<file path="config.mk">
export PLATFORM = sky130hd
export DESIGN_NAME = hs_target_ctrl
export DESIGN_NICKNAME = d
export VERILOG_FILES = /design/src/rtl/hs_pkg.sv /design/src/rtl/hs_sync2.sv /design/src/rtl/hs_lane_parity.sv /design/src/rtl/hs_skew_timer.sv /design/src/rtl/hs_target_ctrl.sv
export SDC_FILE = /design/constraint.sdc
export NUM_CORES = 1
export LEC_CHECK = 0
export ABC_CLOCK_PERIOD_IN_PS = 2860
export BUFFER_PORTS_ARGS = -buffer_cell sky130_fd_sc_hd__buf_2
export CORE_MARGIN = 2
export CORE_UTILIZATION = 52
export DETAILED_ROUTE_END_ITERATION = 16
export PLACE_DENSITY = 0.81
export SYNTH_ARGS = -nofsm -noshare
export SYNTH_HDL_FRONTEND = slang
export SYNTH_SLANG_ARGS = --single-unit
export TNS_END_PERCENT = 10
</file>
<file path="constraint.sdc">
create_clock -name clk -period 2.86 [get_ports clk]
set_input_delay 0.572 -clock clk [delete_from_list [all_inputs] [get_ports clk]]
set_output_delay 0.572 -clock clk [all_outputs]
set_load 0.01 [all_outputs]
</file>
<file path="src/rtl/hs_pkg.sv">
package hs_pkg;
  typedef enum logic [1:0] {
    ST_IDLE,
    ST_SKEW,
    ST_REQ,
    ST_DRAIN
  } hs_state_e;

  typedef struct packed {
    logic msg;
    logic cd;
    logic io;
  } hs_phase_t;
endpackage

</file>
<file path="src/rtl/hs_sync2.sv">
module hs_sync2 (
  input  logic clk,
  input  logic rst,
  input  logic d,
  output logic q
);
  logic meta;

  always_ff @(posedge clk) begin
    if (rst) begin
      meta <= 1'b0;
      q    <= 1'b0;
    end else begin
      meta <= d;
      q    <= meta;
    end
  end
endmodule

</file>
<file path="src/rtl/hs_lane_parity.sv">
module hs_lane_parity #(
  parameter int W = 8
) (
  input  logic [W-1:0] data,
  output logic         par
);
  // odd parity: data plus par always hold an odd number of ones
  assign par = ~(^data);
endmodule

</file>
<file path="src/rtl/hs_skew_timer.sv">
module hs_skew_timer #(
  parameter int W = 8
) (
  input  logic         clk,
  input  logic         rst,
  input  logic         load,
  input  logic [W-1:0] load_val,
  output logic         expired
);
  logic [W-1:0] cnt;

  always_ff @(posedge clk) begin
    if (rst)
      cnt <= '0;
    else if (load)
      cnt <= load_val;
    else if (cnt != '0)
      cnt <= cnt - 1'b1;
  end

  assign expired = (cnt == '0);
endmodule

</file>
<file path="src/rtl/hs_target_ctrl.sv">
module hs_target_ctrl #(
  parameter int LANE_W = 8,
  parameter int LANES  = 2,
  parameter int SKEW_W = 8,
  localparam int DATA_W = LANE_W * LANES
) (
  input  logic              clk,
  input  logic              rst,
  input  logic              wide_en,
  input  logic [SKEW_W-1:0] skew_cycles,
  input  logic              tx_valid,
  output logic              tx_ready,
  input  logic [2:0]        tx_phase,
  input  logic [DATA_W-1:0] tx_data,
  output logic              rx_valid,
  output logic [DATA_W-1:0] rx_data,
  output logic              bus_req,
  input  logic              bus_ack,
  output logic              bus_msg,
  output logic              bus_cd,
  output logic              bus_io,
  output logic [DATA_W-1:0] bus_db_out,
  output logic [LANES-1:0]  bus_dbp_out,
  output logic              bus_db_oe,
  input  logic [DATA_W-1:0] bus_db_in
);
  import hs_pkg::*;

  hs_state_e         st;
  hs_phase_t         ph_q;
  logic              ack_s;
  logic              accept;
  logic              skew_done;
  logic [LANES-1:0]  par_raw;
  logic [LANES-1:0]  par_sel;
  logic [DATA_W-1:0] tx_sel;
  logic [DATA_W-1:0] rx_sel;

  hs_sync2 u_ack_sync (
    .clk (clk),
    .rst (rst),
    .d   (bus_ack),
    .q   (ack_s)
  );

  // per-lane parity and width masking; lane 0 is always active
  for (genvar g = 0; g < LANES; g++) begin : g_lane
    logic lane_on;
    assign lane_on = wide_en || (g == 0);

    hs_lane_parity #(.W(LANE_W)) u_par (
      .data (tx_data[g*LANE_W +: LANE_W]),
      .par  (par_raw[g])
    );

    assign tx_sel[g*LANE_W +: LANE_W] = lane_on ? tx_data[g*LANE_W +: LANE_W] : '0;
    assign rx_sel[g*LANE_W +: LANE_W] = lane_on ? bus_db_in[g*LANE_W +: LANE_W] : '0;
    assign par_sel[g] = lane_on & par_raw[g];
  end

  assign tx_ready = (st == ST_IDLE) && !ack_s;
  assign accept   = tx_ready && tx_valid;

  hs_skew_timer #(.W(SKEW_W)) u_skew (
    .clk      (clk),
    .rst      (rst),
    .load     (accept),
    .load_val (skew_cycles),
    .expired  (skew_done)
  );

  always_ff @(posedge clk) begin
    if (rst) begin
      st          <= ST_IDLE;
      ph_q        <= '0;
      bus_req     <= 1'b0;
      bus_db_oe   <= 1'b0;
      bus_db_out  <= '0;
      bus_dbp_out <= '0;
      rx_valid    <= 1'b0;
      rx_data     <= '0;
    end else begin
      rx_valid <= 1'b0;
      unique case (st)
        ST_IDLE: begin
          if (accept) begin
            ph_q <= hs_phase_t'(tx_phase);
            if (tx_phase[0]) begin
              bus_db_oe   <= 1'b1;
              bus_db_out  <= tx_sel;
              bus_dbp_out <= par_sel;
            end else begin
              bus_db_oe <= 1'b0;
            end
            st <= ST_SKEW;
          end
        end
        ST_SKEW: begin
          if (skew_done) begin
            bus_req <= 1'b1;
            st      <= ST_REQ;
          end
        end
        ST_REQ: begin
          if (ack_s) begin
            bus_req   <= 1'b0;
            bus_db_oe <= 1'b0;
            if (!ph_q.io) begin
              rx_valid <= 1'b1;
              rx_data  <= rx_sel;
            end
            st <= ST_DRAIN;
          end
        end
        ST_DRAIN: begin
          if (!ack_s)
            st <= ST_IDLE;
        end
        default: st <= ST_IDLE;
      endcase
    end
  end

  assign bus_msg = ph_q.msg;
  assign bus_cd  = ph_q.cd;
  assign bus_io  = ph_q.io;
endmodule

</file>
==> impl_metrics.tcl <==
set metrics [dict create \
    status "finished, final reports clean" \
    die_x_um 70.5 \
    rsz0062_at_grt "false" \
    multiInputGateArea_um2 1140 \
    vias 2052 \
    grt_pass1_wl_um 8240 \
    htree_num_levels 2 \
    critPathSlowestCell "dfxtp_1" \
    endpoint_kind "primary output" \
    gp_congestion 0.744 \
    drive_gt1_frac 0.286 \
    ys_seq_area_frac 0.453 \
    mostFrequentLayoutCell "buf_2" \
    cp_max_fo 5 \
    worstPathCellList "inv_1 > ha_1 > nor2b_4 > buf_2" \
    seq_power_share 0.437 \
    max_cap_violations 0 \
    fin_area_um2 2810 \
    clk_pin_slew_ns 0.09 \
    dpl-instance-area_um2 2720 \
    pin_count 89 \
    grt_max_degree 31 \
    cts-buffers-inserted 5 \
    r2r_cells 6 \
    critPathLaunchType "flop" \
    hold_viol_final 0 \
    p_int_w 0.00135 \
    first_pass_iters 4 \
    finalCriticalPeriod_ns 1.92 \
    power_switching_w 0.000749 \
    grt_pass1_vias 1913 \
    syn_to_final_growth_pct 22.4 \
    post_drt_wl_per_cell_um 11.9 \
    drt_iter0_drc 109 \
    initial_core_util 0.535 \
    clock_latency_ns 0.30 \
    dominantRegCellSynth "dfxtp_1" \
    cp_top_family "flip-flops" \
    drc 0 \
    synth_seq_cells 52 \
    swShare 0.356 \
    postCtsSetupRepairBufs 0 \
    hpwl_um 3430 \
    syn_nets 332 \
    cellPowerDensity_nw_per_um2 748 \
    finalCritPeriodShare 0.672 \
    synthCells 277 \
    critical_path_class "flop to primary output" \
    synth_cell_types 38 \
    p_leak_nw 1.23 \
    path_buf_inv 2 \
    num_rows 24 \
    cp.depth 4 \
    syn-cell-area_um2 2300 \
    core-area_um2 4290 \
    cts_resized 0 \
    dp_slack_ns 0.985 \
    cts_sinks 52 \
    synth_edf_count 0 \
    cp.arrival_ns 1.35 \
    holdWs_ns 0.442 \
    synth_warnings 0 \
    root_buffer "clkbuf_8" \
    clock.fmax_mhz 520 \
    cp.required_ns 2.29 \
    n_antenna_cell 0 \
    port_buffers 88 \
    mostFrequentLayoutCells "buf_2, nand2_1, dfxtp_1" \
    hold_path_class "flop to flop" \
    max_slew_margin 0.560 \
    combPwrFrac 0.355 \
    final_max_slew_viol_count 0 \
    clockPowerShare 0.208 \
    timing.setup.tns_ns 0 \
    cts_tree "done" \
    cts_max_path_buffers 2 \
    n_fill_cell 370 \
    grt.overflow.total 0 \
    ir_drop_uv 389 \
    ctsHoldBuffers 0 \
    worstHoldPathCells 1 \
    fin_ws_ns 0.937 \
    die_area_um2 4970 \
    worstMarginPinSlew_ns 0.660 \
    setup_violations 0 \
    ant_nets 0 \
    final_nets 411 \
    clock_skew_ns 0.00546 \
    register_area_um2 1040 \
    vias_per_cell 5.02 \
    antenna_found_initial 0 \
    critPathMaxStageDelay_ns 0.40 \
    wl_um 4850 \
    async_reset_ff_frac 0 \
    grtUsageTotal 0.203 \
    die_y_um 70.5 \
    avgSynthCellArea_um2 8.30 \
]
## per-stage QoR
step / total power (W) / std cells / util
finish: 0.00210 / 409 / 0.655
CTS: 0.00212 / 409 / 0.655
floorplan: 0.00153 / 277 / -
global placement: 0.00166 / 401 / 0.633
detailed placement: 0.00168 / 401 / 0.633
global route: 0.00226 / 409 / 0.655
## routing by layer
metal	share of wire	vias to the layer above	GRT usage
li1	-	1083	-
met1	0.47	906	0.255
met2	0.45	58	0.333
met3	0.066	5	0.0534
met4	0.011	0	0.0748
met5	0	-	0
## worst register-to-register path, cell delays in order (launching register included)
cell and delay [ns]:
dfxtp_1 0.35, inv_1 0.12, ha_1 0.24, nor2b_4 0.20, and3_1 0.59, nand3_1 0.17, a21oi_1 0.16
## synthesized netlist by cell type, types with 3 or more instances
| cell | n | area (um^2) |
|---|---|---|
| dfxtp_1 | 52 | 1040 |
| inv_1 | 6 | 22.5 |
| nor3b_1 | 3 | 22.5 |
| a21oi_1 | 43 | 215 |
| clkbuf_1 | 7 | 26.3 |
| a211oi_1 | 3 | 22.5 |
| o21ai_0 | 3 | 15.0 |
| nor2_1 | 9 | 33.8 |
| ha_1 | 7 | 87.6 |
| nand2b_1 | 4 | 25.0 |
| nand3_1 | 20 | 100 |
| buf_4 | 3 | 22.5 |
| buf_2 | 4 | 20.0 |
| xnor2_1 | 16 | 140 |
| o31ai_1 | 3 | 22.5 |
| nand2_1 | 65 | 244 |
## flip-flops by register name, indices dropped and copies added (netlist names), 2 cells and up
name	count
rx_data	16
u_skew.cnt	8
bus_db_out	16
st	2
bus_dbp_out	2
## cell families after synthesis
kind of cell | after synthesis | share of synthesized area
simple gates | 118 | 0.245
compound gates | 58 | 0.139
flops | 52 | 0.453
buf+inv | 23 | 0.0512
xor+xnor | 17 | 0.0648
fa+ha+maj | 7 | 0.0381
mux | 2 | 0.00871
## worst paths after layout
check / end / slack [ns] / startpoint
worst min register to register: u_ack_sync.q / 0.44 / u_ack_sync.meta
worst max register to register: bus_db_out[15] / 0.99 / st[0]
worst max-delay path: tx_ready / 0.94 / st[0]
worst min-delay path: u_ack_sync.q / 0.44 / u_ack_sync.meta
## power by group through the flow
| stage | sequential [W] | clock [W] | combinational [W] |
|---|---|---|---|
| finish | 0.000919 | 0.000437 | 0.000748 |
| global placement | 0.000931 | 0 | 0.000730 |
| detailed placement | 0.000934 | 0 | 0.000749 |
| CTS | 0.000919 | 0.000448 | 0.000752 |
| global route | 0.000937 | 0.000476 | 0.000844 |
| floorplan | 0.000938 | 0 | 0.000592 |
## layout make-up
cell class                      instances  share of cell area
Sequential cell                        52               0.370
Multi-Input combinational cell        202               0.405
Tap cell                               52              0.0231
Inverter                                6             0.00800
Timing Repair Buffer                   89               0.159
Clock buffer                            6              0.0293
Clock inverter                          2             0.00534
(Power assumes the default switching activity.)
